`config.mk`:
```
export PLATFORM = sky130hd
export DESIGN_NAME = ser_stat_irq
export DESIGN_NICKNAME = d
export VERILOG_FILES = /design/src/rtl/ser_stat_pkg.sv /design/src/rtl/ssi_sync.sv /design/src/rtl/ssi_rx_flags.sv /design/src/rtl/ssi_dcd_track.sv /design/src/rtl/ssi_tx_flag.sv /design/src/rtl/ser_stat_irq.sv
export SDC_FILE = /design/constraint.sdc
export NUM_CORES = 1
export LEC_CHECK = 0
export ABC_AREA = 1
export CORE_MARGIN = 2
export CORE_UTILIZATION = 39
export CTS_BUF_LIST = sky130_fd_sc_hd__clkbuf_4
export DETAILED_ROUTE_END_ITERATION = 12
export PLACE_DENSITY = 0.85
export SLEW_MARGIN = 10
export SYNTH_ARGS = -nofsm -noshare
export SYNTH_HDL_FRONTEND = slang
export SYNTH_SLANG_ARGS = --single-unit
export TNS_END_PERCENT = 10
```
`constraint.sdc`:
```
create_clock -name clk -period 1.62 [get_ports clk]
set_clock_uncertainty 0.15 [all_clocks]
set_input_delay 0.486 -clock clk [delete_from_list [all_inputs] [get_ports clk]]
set_output_delay 0.486 -clock clk [all_outputs]
set_load 0.05 [all_outputs]
```
`src/rtl/ser_stat_pkg.sv`:
```
// Package: bit positions of the status value shared by the unit and its checker.
// Assumes an 8-bit status value; bit 7 is reserved and reads 0.
package ser_stat_pkg;
    localparam int STAT_W = 8;
    localparam int B_TXE  = 0;
    localparam int B_DCD  = 1;
    localparam int B_RIE  = 2;
    localparam int B_FE   = 3;
    localparam int B_PE   = 4;
    localparam int B_OVR  = 5;
    localparam int B_RDF  = 6;
endpackage

```
`src/rtl/ssi_sync.sv`:
```
// Multi-flop synchronizer for one asynchronous pin.
// Assumes STAGES >= 2; output is cleared by the synchronous reset.
module ssi_sync #(
    parameter int STAGES = 2
) (
    input  logic clk,
    input  logic rst_n,
    input  logic d_i,
    output logic q_o
);
    logic [STAGES-1:0] sh;

    // Shift the pin through the flop chain.
    always_ff @(posedge clk) begin
        if (!rst_n) sh <= '0;
        else        sh <= {sh[STAGES-2:0], d_i};
    end

    assign q_o = sh[STAGES-1];
endmodule

```
`src/rtl/ssi_rx_flags.sv`:
```
// Receive-side sticky flags: data-full, overrun, parity, framing.
// Assumes strobes are single-cycle. Hold and stop mode clear all flags.
// Within the error flags a new event wins over a clearing control write.
module ssi_rx_flags (
    input  logic clk,
    input  logic rst_n,
    input  logic hold_i,
    input  logic iostop_i,
    input  logic rx_done_i,
    input  logic rx_ovr_i,
    input  logic rx_par_i,
    input  logic rx_frm_i,
    input  logic rx_take_i,
    input  logic par_en_i,
    input  logic err_clr_i,
    output logic rdf_o,
    output logic ovr_o,
    output logic pe_o,
    output logic fe_o
);
    logic wipe;
    assign wipe = hold_i | iostop_i;   // receive side in reset

    // Data-full flag: set on byte received, cleared on take.
    always_ff @(posedge clk) begin
        if (!rst_n || wipe)  rdf_o <= 1'b0;
        else if (rx_done_i)  rdf_o <= 1'b1;
        else if (rx_take_i)  rdf_o <= 1'b0;
    end

    // Error flags: set on strobe, cleared by control write of 0.
    always_ff @(posedge clk) begin
        if (!rst_n || wipe) begin
            ovr_o <= 1'b0;
            pe_o  <= 1'b0;
            fe_o  <= 1'b0;
        end else begin
            if (rx_ovr_i)              ovr_o <= 1'b1;
            else if (err_clr_i)        ovr_o <= 1'b0;
            if (rx_par_i && par_en_i)  pe_o  <= 1'b1;
            else if (err_clr_i)        pe_o  <= 1'b0;
            if (rx_frm_i)              fe_o  <= 1'b1;
            else if (err_clr_i)        fe_o  <= 1'b0;
        end
    end
endmodule

```
`src/rtl/ssi_dcd_track.sv`:
```
// Carrier status bit and carrier rising-edge event latch.
// Assumes dcd_i is already synchronized to clk.
module ssi_dcd_track (
    input  logic clk,
    input  logic rst_n,
    input  logic dcd_i,
    input  logic st_rd_i,
    output logic dcd_st_o,
    output logic evt_o
);
    logic dcd_q;

    // Delay copy of the synchronized pin for edge detection.
    always_ff @(posedge clk) begin
        if (!rst_n) dcd_q <= 1'b0;
        else        dcd_q <= dcd_i;
    end

    // Status bit: high with the pin, cleared by the first read after it falls.
    always_ff @(posedge clk) begin
        if (!rst_n)       dcd_st_o <= 1'b0;
        else if (dcd_i)   dcd_st_o <= 1'b1;
        else if (st_rd_i) dcd_st_o <= 1'b0;
    end

    // Edge event latch: set on rising edge, cleared by a read; set wins.
    always_ff @(posedge clk) begin
        if (!rst_n)               evt_o <= 1'b0;
        else if (dcd_i && !dcd_q) evt_o <= 1'b1;
        else if (st_rd_i)         evt_o <= 1'b0;
    end
endmodule

```
`src/rtl/ssi_tx_flag.sv`:
```
// Transmit-empty state with clear-to-send masking of the reported bit.
// Assumes cts_i is synchronized. Stop mode forces the state to empty.
module ssi_tx_flag (
    input  logic clk,
    input  logic rst_n,
    input  logic iostop_i,
    input  logic tx_wr_i,
    input  logic tx_load_i,
    input  logic cts_i,
    output logic txe_o
);
    logic empty;

    // Buffer state: write empties nothing, load frees the buffer; write wins.
    always_ff @(posedge clk) begin
        if (!rst_n || iostop_i) empty <= 1'b1;
        else if (tx_wr_i)       empty <= 1'b0;
        else if (tx_load_i)     empty <= 1'b1;
    end

    assign txe_o = empty & ~cts_i;   // masked, state kept
endmodule

```
`src/rtl/ser_stat_irq.sv`:
```
// Status and interrupt unit for one serial channel.
// Synchronizes the carrier and clear-to-send pins and keeps the receive and transmit flags.
// Packs the flags into the status value and drives a level interrupt.
// Assumes all strobes are single-cycle and synchronous to clk.
module ser_stat_irq #(
    parameter int SYNC_STAGES = 2
) (
    input  logic       clk,
    input  logic       rst_n,
    input  logic       rx_done_i,
    input  logic       rx_ovr_i,
    input  logic       rx_par_i,
    input  logic       rx_frm_i,
    input  logic       rx_take_i,
    input  logic       par_en_i,
    input  logic       iostop_i,
    input  logic       ctl_wr_i,
    input  logic       ctl_clr_i,
    input  logic       tx_wr_i,
    input  logic       tx_load_i,
    input  logic       dcd_pin_i,
    input  logic       cts_pin_i,
    input  logic       st_rd_i,
    input  logic       st_wr_i,
    input  logic [7:0] st_wdata_i,
    output logic [7:0] st_rdata_o,
    output logic       irq_o,
    output logic       rx_hold_o
);
    import ser_stat_pkg::*;

    localparam int NPIN = 2;

    logic [NPIN-1:0] pin_raw, pin_s;
    logic dcd_s, cts_s;
    logic dcd_st, dcd_evt, rie;
    logic rdf, ovr, pe, fe, txe;
    logic unused_wbits;

    assign pin_raw = {cts_pin_i, dcd_pin_i};

    generate
        for (genvar g = 0; g < NPIN; g++) begin : g_sync
            ssi_sync #(.STAGES(SYNC_STAGES)) u_sync (
                .clk(clk), .rst_n(rst_n), .d_i(pin_raw[g]), .q_o(pin_s[g])
            );
        end
    endgenerate

    assign dcd_s = pin_s[0];
    assign cts_s = pin_s[1];

    ssi_dcd_track u_dcd (
        .clk(clk), .rst_n(rst_n), .dcd_i(dcd_s), .st_rd_i(st_rd_i),
        .dcd_st_o(dcd_st), .evt_o(dcd_evt)
    );

    ssi_rx_flags u_rx (
        .clk(clk), .rst_n(rst_n), .hold_i(dcd_st), .iostop_i(iostop_i),
        .rx_done_i(rx_done_i), .rx_ovr_i(rx_ovr_i), .rx_par_i(rx_par_i),
        .rx_frm_i(rx_frm_i), .rx_take_i(rx_take_i), .par_en_i(par_en_i),
        .err_clr_i(ctl_wr_i & ~ctl_clr_i),
        .rdf_o(rdf), .ovr_o(ovr), .pe_o(pe), .fe_o(fe)
    );

    ssi_tx_flag u_tx (
        .clk(clk), .rst_n(rst_n), .iostop_i(iostop_i), .tx_wr_i(tx_wr_i),
        .tx_load_i(tx_load_i), .cts_i(cts_s), .txe_o(txe)
    );

    // Interrupt enable: the only writable status field.
    always_ff @(posedge clk) begin
        if (!rst_n)       rie <= 1'b0;
        else if (st_wr_i) rie <= st_wdata_i[B_RIE];
    end

    assign unused_wbits = ^{st_wdata_i[7:B_RIE+1], st_wdata_i[B_RIE-1:0]};

    // Pack the status value.
    always_comb begin
        st_rdata_o        = '0;
        st_rdata_o[B_TXE] = txe;
        st_rdata_o[B_DCD] = dcd_st;
        st_rdata_o[B_RIE] = rie;
        st_rdata_o[B_FE]  = fe;
        st_rdata_o[B_PE]  = pe;
        st_rdata_o[B_OVR] = ovr;
        st_rdata_o[B_RDF] = rdf;
    end

    assign irq_o     = rie & (rdf | ovr | pe | fe | dcd_evt);
    assign rx_hold_o = dcd_st;
endmodule

```
== Word level (Yosys, flattened, before mapping) ==
Cells that the tools add are included.

* Flip-flop bits (word level): 13
* ROM bits: 0
* Logic and storage cells: 45
* Output and inout bits: 10
* Bits in writable memories: 0
* Memories kept: 0
* Input port bits: 25
* Bits in latches: 0

* Bitwise logic cells: 10
* Eq/ne operators: 0
* Magnitude comparators: 0
* Multiplexer cells: 11
* Add/sub/neg operators: 0
* Div/mod/pow operators: 0
* Shift operators: 0
* Reduce and logical (&&, ||, !) cells: 13
* Multiply operators: 0

{| class="wikitable"
|+ Operators with widths
! cell !! number
|-
| nonzero test 2 bit || 7
|-
| 2-to-1 mux 1 bit || 11
|-
| OR 1 bit || 5
|-
| AND 1 bit || 3
|-
| logical AND 1 bit || 2
|-
| logical NOT 1 bit || 2
|-
| logical OR 1 bit || 2
|-
| NOT 1 bit || 2
|}

== Logic depth before layout (Yosys ltp) ==
Gate-level depths: netlist (run 1).

* Depth after elaboration: 5
* Mapped depth: 5
* Depth with buffers taken out: 4

== By module ==
From an unflattened synthesis (run 1), not the netlist that was laid out.

* Cell total of the unflattened synthesis: 73
* Area, all modules: 528.0 sq um

{| class="wikitable"
|+ Modules (own cells, without submodules)
! module !! seq. area each (sq um) !! area each (sq um) !! times used !! cells an instance
|-
| ssi_rx_flags || 80.1 || 143.9 || 1 || 20
|-
| ser_stat_irq || 20.0 || 128.9 || 1 || 21
|-
| ssi_sync || 40.0 || 55.1 || 2 || 6
|-
| ssi_dcd_track || 60.1 || 97.6 || 1 || 12
|-
| ssi_tx_flag || 20.0 || 47.5 || 1 || 8
|}

== Least setup slack after synthesis (run 1) ==
No wires, ideal clock.

* Path type: reg-to-output
* Start point: register u_dcd.dcd_st_o
* End point: output port st_rdata_o[1]
* Stages on the path, launching flop included: 2
* Arrival time: 0.913 ns
* Data required time: 0.984 ns
* Buffers on the path: 1
* Slack: 0.071 ns
* Cells stage by stage: dfxtp_1 buf_4

{| class="wikitable"
|+ RTL lines
! what !! RTL line !! RTL
|-
| from (decl) || ssi_dcd_track.sv:8 || <nowiki>output logic dcd_st_o,</nowiki>
|-
| from (signal assigned) || ssi_dcd_track.sv:21 || <nowiki>if (!rst_n) dcd_st_o <= 1'b0;</nowiki>
|-
| from (signal assigned) || ssi_dcd_track.sv:22 || <nowiki>else if (dcd_i) dcd_st_o <= 1'b1;</nowiki>
|-
| from (signal assigned) || ssi_dcd_track.sv:23 || <nowiki>else if (st_rd_i) dcd_st_o <= 1'b0;</nowiki>
|-
| to (decl) || ser_stat_irq.sv:26 || <nowiki>output logic [7:0] st_rdata_o,</nowiki>
|}

No word-level cell between the ends.

== Worst setup path after layout (run 1) ==
* Start point: register u_rx.ovr_o
* End point: output port irq_o

* Word-level cells in the longest chain between the ends: 5

{| class="wikitable"
|+ Ends and longest elaborated chain
! what !! RTL line !! RTL
|-
| from (decl) || ssi_rx_flags.sv:17 || <nowiki>output logic ovr_o,</nowiki>
|-
| from (signal assigned) || ssi_rx_flags.sv:34 || <nowiki>ovr_o <= 1'b0;</nowiki>
|-
| from (signal assigned) || ssi_rx_flags.sv:38 || <nowiki>if (rx_ovr_i) ovr_o <= 1'b1;</nowiki>
|-
| from (signal assigned) || ssi_rx_flags.sv:39 || <nowiki>else if (err_clr_i) ovr_o <= 1'b0;</nowiki>
|-
| OR 1 bit (4 in series) || ser_stat_irq.sv:91 || <nowiki>assign irq_o = rie & (rdf | ovr | pe | fe | dcd_evt);</nowiki>
|-
| AND 1 bit || ser_stat_irq.sv:91 ||
|-
| to (decl) || ser_stat_irq.sv:27 || <nowiki>output logic irq_o,</nowiki>
|}

No other way between the ends.

==> results of run 1 <==
## worst max path at each step
stage,from,end,slack [ns],cells past startpoint
floorplan,u_dcd.dcd_st_o,st_rdata_o[1],0.07,1
global route,u_rx.ovr_o,irq_o,-0.13,5
detailed placement,rst_n,u_rx.ovr_o,-0.02,6
CTS,u_rx.rdf_o,irq_o,-0.1,5
finish,u_rx.ovr_o,irq_o,-0.08,5
global placement,rst_n,u_rx.pe_o,-0.01,6
## per-stage QoR
step	worst slack [ns]	setup TNS, ns	power, mW
6_report	-0.0767	-0.0767	0.727
2_1_floorplan	0.0710	0	0.442
3_3_place_gp	-0.0137	-0.0188	0.524
3_5_place_dp	-0.0159	-0.0447	0.528
4_1_cts	-0.0985	-0.0985	0.730
5_1_grt	-0.128	-0.128	0.767
## what timing repair did
action,CTS,global route
pin swaps,1,2
resized for setup,7,5
endpoints found under the hold margin,0,0
hold buffers,0,0
buffers inserted,2,1
setup endpoints to repair,2,1
## synth_stat cells
cell type / n
a21oi_1: 2
a21oi_2: 3
buf_4: 8
buf_6: 1
conb_1: 1
dfxtp_1: 13
inv_1: 15
inv_4: 1
nand2_1: 12
nand2_4: 1
nand3_1: 1
nor2_1: 4
nor2_2: 1
nor2_4: 1
o21ai_0: 3
o22ai_1: 1
## layer usage
metal | vias to the layer above | global-route usage [%]
met2 | 19 | 22.8
met3 | 4 | 3.04
li1 | 240 | -
met5 | - | 0
met1 | 203 | 15.4
met4 | 0 | 11.6
## power by group through the flow
stage	Sequential, mW	Clock, mW	Combinational (mW)
after floorplan	0.350	0	0.0921
after global placement	0.351	0	0.173
after detailed placement	0.352	0	0.176
after CTS	0.343	0.203	0.183
after global routing	0.345	0.223	0.200
final	0.343	0.196	0.188
## cell families after synthesis
group,share of synthesized area [%]
other cells,0.683
compound gates,10.5
buf+inv,24.4
simple gates,17.1
flops,47.4
## worst reg2reg max path: cells and delay by family, from the launching register on
kind	cells	cell delay [ns]
buffers and inverters	1	0.13
DFF	1	0.46
and+or+nand+nor	2	0.15
## sequential cells by signal, indices dropped and copies added (netlist names)
| signal | cells |
|---|---|
| u_tx.empty | 1 |
| u_dcd.evt_o | 1 |
| u_rx.pe_o | 1 |
| u_rx.ovr_o | 1 |
| u_rx.fe_o | 1 |
| g_sync.u_sync.sh | 4 |
| u_rx.rdf_o | 1 |
| u_dcd.dcd_st_o | 1 |
| u_dcd.dcd_q | 1 |
| rie | 1 |
## cell type report
class,count,area (um^2),area share [%]
clock inverters,1,5.00,0.532
clock buffers,3,22.5,2.39
repair buffers,31,388,41.2
inverters,16,62.6,6.65
multi-input cells,30,175,18.6
well taps,15,18.8,1.99
flip-flops and latches,13,269,28.6
==> impl_metrics.py, run 1 <==
metrics = {
    "status": {
        "status": "finished, violations left",
        "violations": "negative setup slack",
    },
    "grt": {
        "grt_pass1_wl_mm": 1.84,
        "grt_antenna_before_repair": 0,
        "grt_max_degree": 9,
        "grt-ovfl-total": 0,
        "grt_pass1_vias": 484,
        "grt_util_all_layers_pct": 14.0,
    },
    "yosys": {
        "yosysWarningCount": 0,
        "ys_seq_area_share_pct": 47.4,
        "yosysTopAreaCell": "dfxtp_1",
        "yosysUniqueCellTypes": 16,
        "syn_avg_cell_area_um2": 8.08,
        "ys_top_cells_by_area": "dfxtp_1, buf_4, inv_1",
        "synth.cell_area_um2": 549,
        "synth_top_area_share_pct": 47.4,
        "syn_nets": 93,
        "netlist_instances": 68,
        "ys_seq_elements": 13,
    },
    "finish": {
        "finalNonFillerCells": 109,
        "final_cell_mix": "clkdlybuf4s50_1, inv_1, nand2_1",
        "n_antenna_cell": 0,
        "fill_cells": 102,
        "fin_util_pct": 72.3,
        "final_common_cell": "clkdlybuf4s50_1",
        "stdcell_area_um2": 941,
        "syn_to_final_growth_pct": 71.3,
        "final_nets": 120,
        "drive_gt1_share_pct": 36.2,
    },
    "sta": {
        "setup_violations": 1,
        "holdWs_ns": 0.269,
        "rsz0062_at_grt": "true",
        "max_freq_mhz": 589,
        "fin_crit_ns": 1.70,
        "hold_violations": 0,
        "setup_slack_ns": -0.0767,
        "slew_viol_final": 0,
        "period_share_pct": 105,
    },
    "pwr": {
        "p_leak_nw": 0.454,
        "vdd_drop_max_mv": 0.510,
        "seqPwrFrac_pct": 47.1,
        "intPower_mw": 0.524,
        "p_sw_mw": 0.202,
        "combPwrFrac_pct": 25.8,
        "swShare_pct": 27.8,
        "p_per_area_nw_per_um2": 772,
        "p_clk_share_pct": 27.0,
    },
    "clock_network": {
        "cts_buffer_depth": 2,
        "cts_buffers": 3,
        "cts_tree": "yes",
        "clk_latency_ns": 0.27,
        "htree_levels": 1,
        "ctsRootBufferMaster": "clkbuf_4",
        "clkTransAtPathRegs_ns": 0.08,
        "cts_sinks": 13,
    },
    "drt": {
        "route.vias.total": 466,
        "met3_length_um": 56,
        "routed.top_layer": "met4",
        "dr.pass1.iters": 2,
        "drtIter0Drc": 4,
        "final_antenna_net_count": 0,
        "drc_errors": 0,
        "wirelength_met1_um": 404,
        "wl_met2_um": 526,
        "avgViaCountPerCell": 4.28,
        "wl_mm": 1.02,
        "wl_per_cell_um": 9.35,
    },
    "worst_setup_path": {
        "critPathBufInv": 2,
        "crit_arrival_ns": 1.06,
        "r2r_start": "u_dcd.dcd_st_o",
        "crit_slowest_cell": "dfxtp_4",
        "slowest_delay_ns": 0.36,
        "crit_path_end_kind": "primary output",
        "worstPathRequired_ns": 0.98,
        "worst_r2r_endpoint": "u_rx.rdf_o",
        "crit_family": "flip-flops",
        "crit_chain": "nor2_4 > nand3_2 > nand2_2 > inv_2 > buf_12",
        "critical_path_class": "flip-flop to primary output",
        "reg2reg_slack_ns": 0.63,
        "r2r_cells": 3,
        "crit_fanout": 2,
        "cp-start-kind": "flip-flop",
    },
    "placed_design": {
        "place_area_um2": 862,
        "dp_cells": 102,
        "gp_congestion": 0.649,
        "hpwl_um": 803,
        "port_buffers": 26,
    },
    "run": {
        "maxCapViolCount": 0,
    },
    "die": {
        "die_h_um": 41.5,
        "core_um2": 1300,
        "num_io_pins": 35,
        "die_area_um2": 1720,
        "initial_utilization_pct": 42.2,
        "rows": 13,
        "fp.dieW_um": 41.5,
    },
    "min_path": {
        "hold_depth": 2,
        "hold_class": "flip-flop to flip-flop",
        "holdCritStartpoint": "g_sync[0].u_sync.sh[0]",
        "worst_hold_path.endpoint": "g_sync[0].u_sync.sh[1]",
    },
}
(Power assumes the default switching activity.)
==> run 2, diff against run 1 <==
--- a/config.mk
+++ b/config.mk
@@ -11,7 +11,7 @@
 export CTS_BUF_LIST = sky130_fd_sc_hd__clkbuf_4
 export DETAILED_ROUTE_END_ITERATION = 12
 export PLACE_DENSITY = 0.85
-export SLEW_MARGIN = 10
+export SLEW_MARGIN = 20
 export SYNTH_ARGS = -nofsm -noshare
 export SYNTH_HDL_FRONTEND = slang
 export SYNTH_SLANG_ARGS = --single-unit
==> results of run 2 <==
Final layout, timing and power as in run 1 (identical DEF).
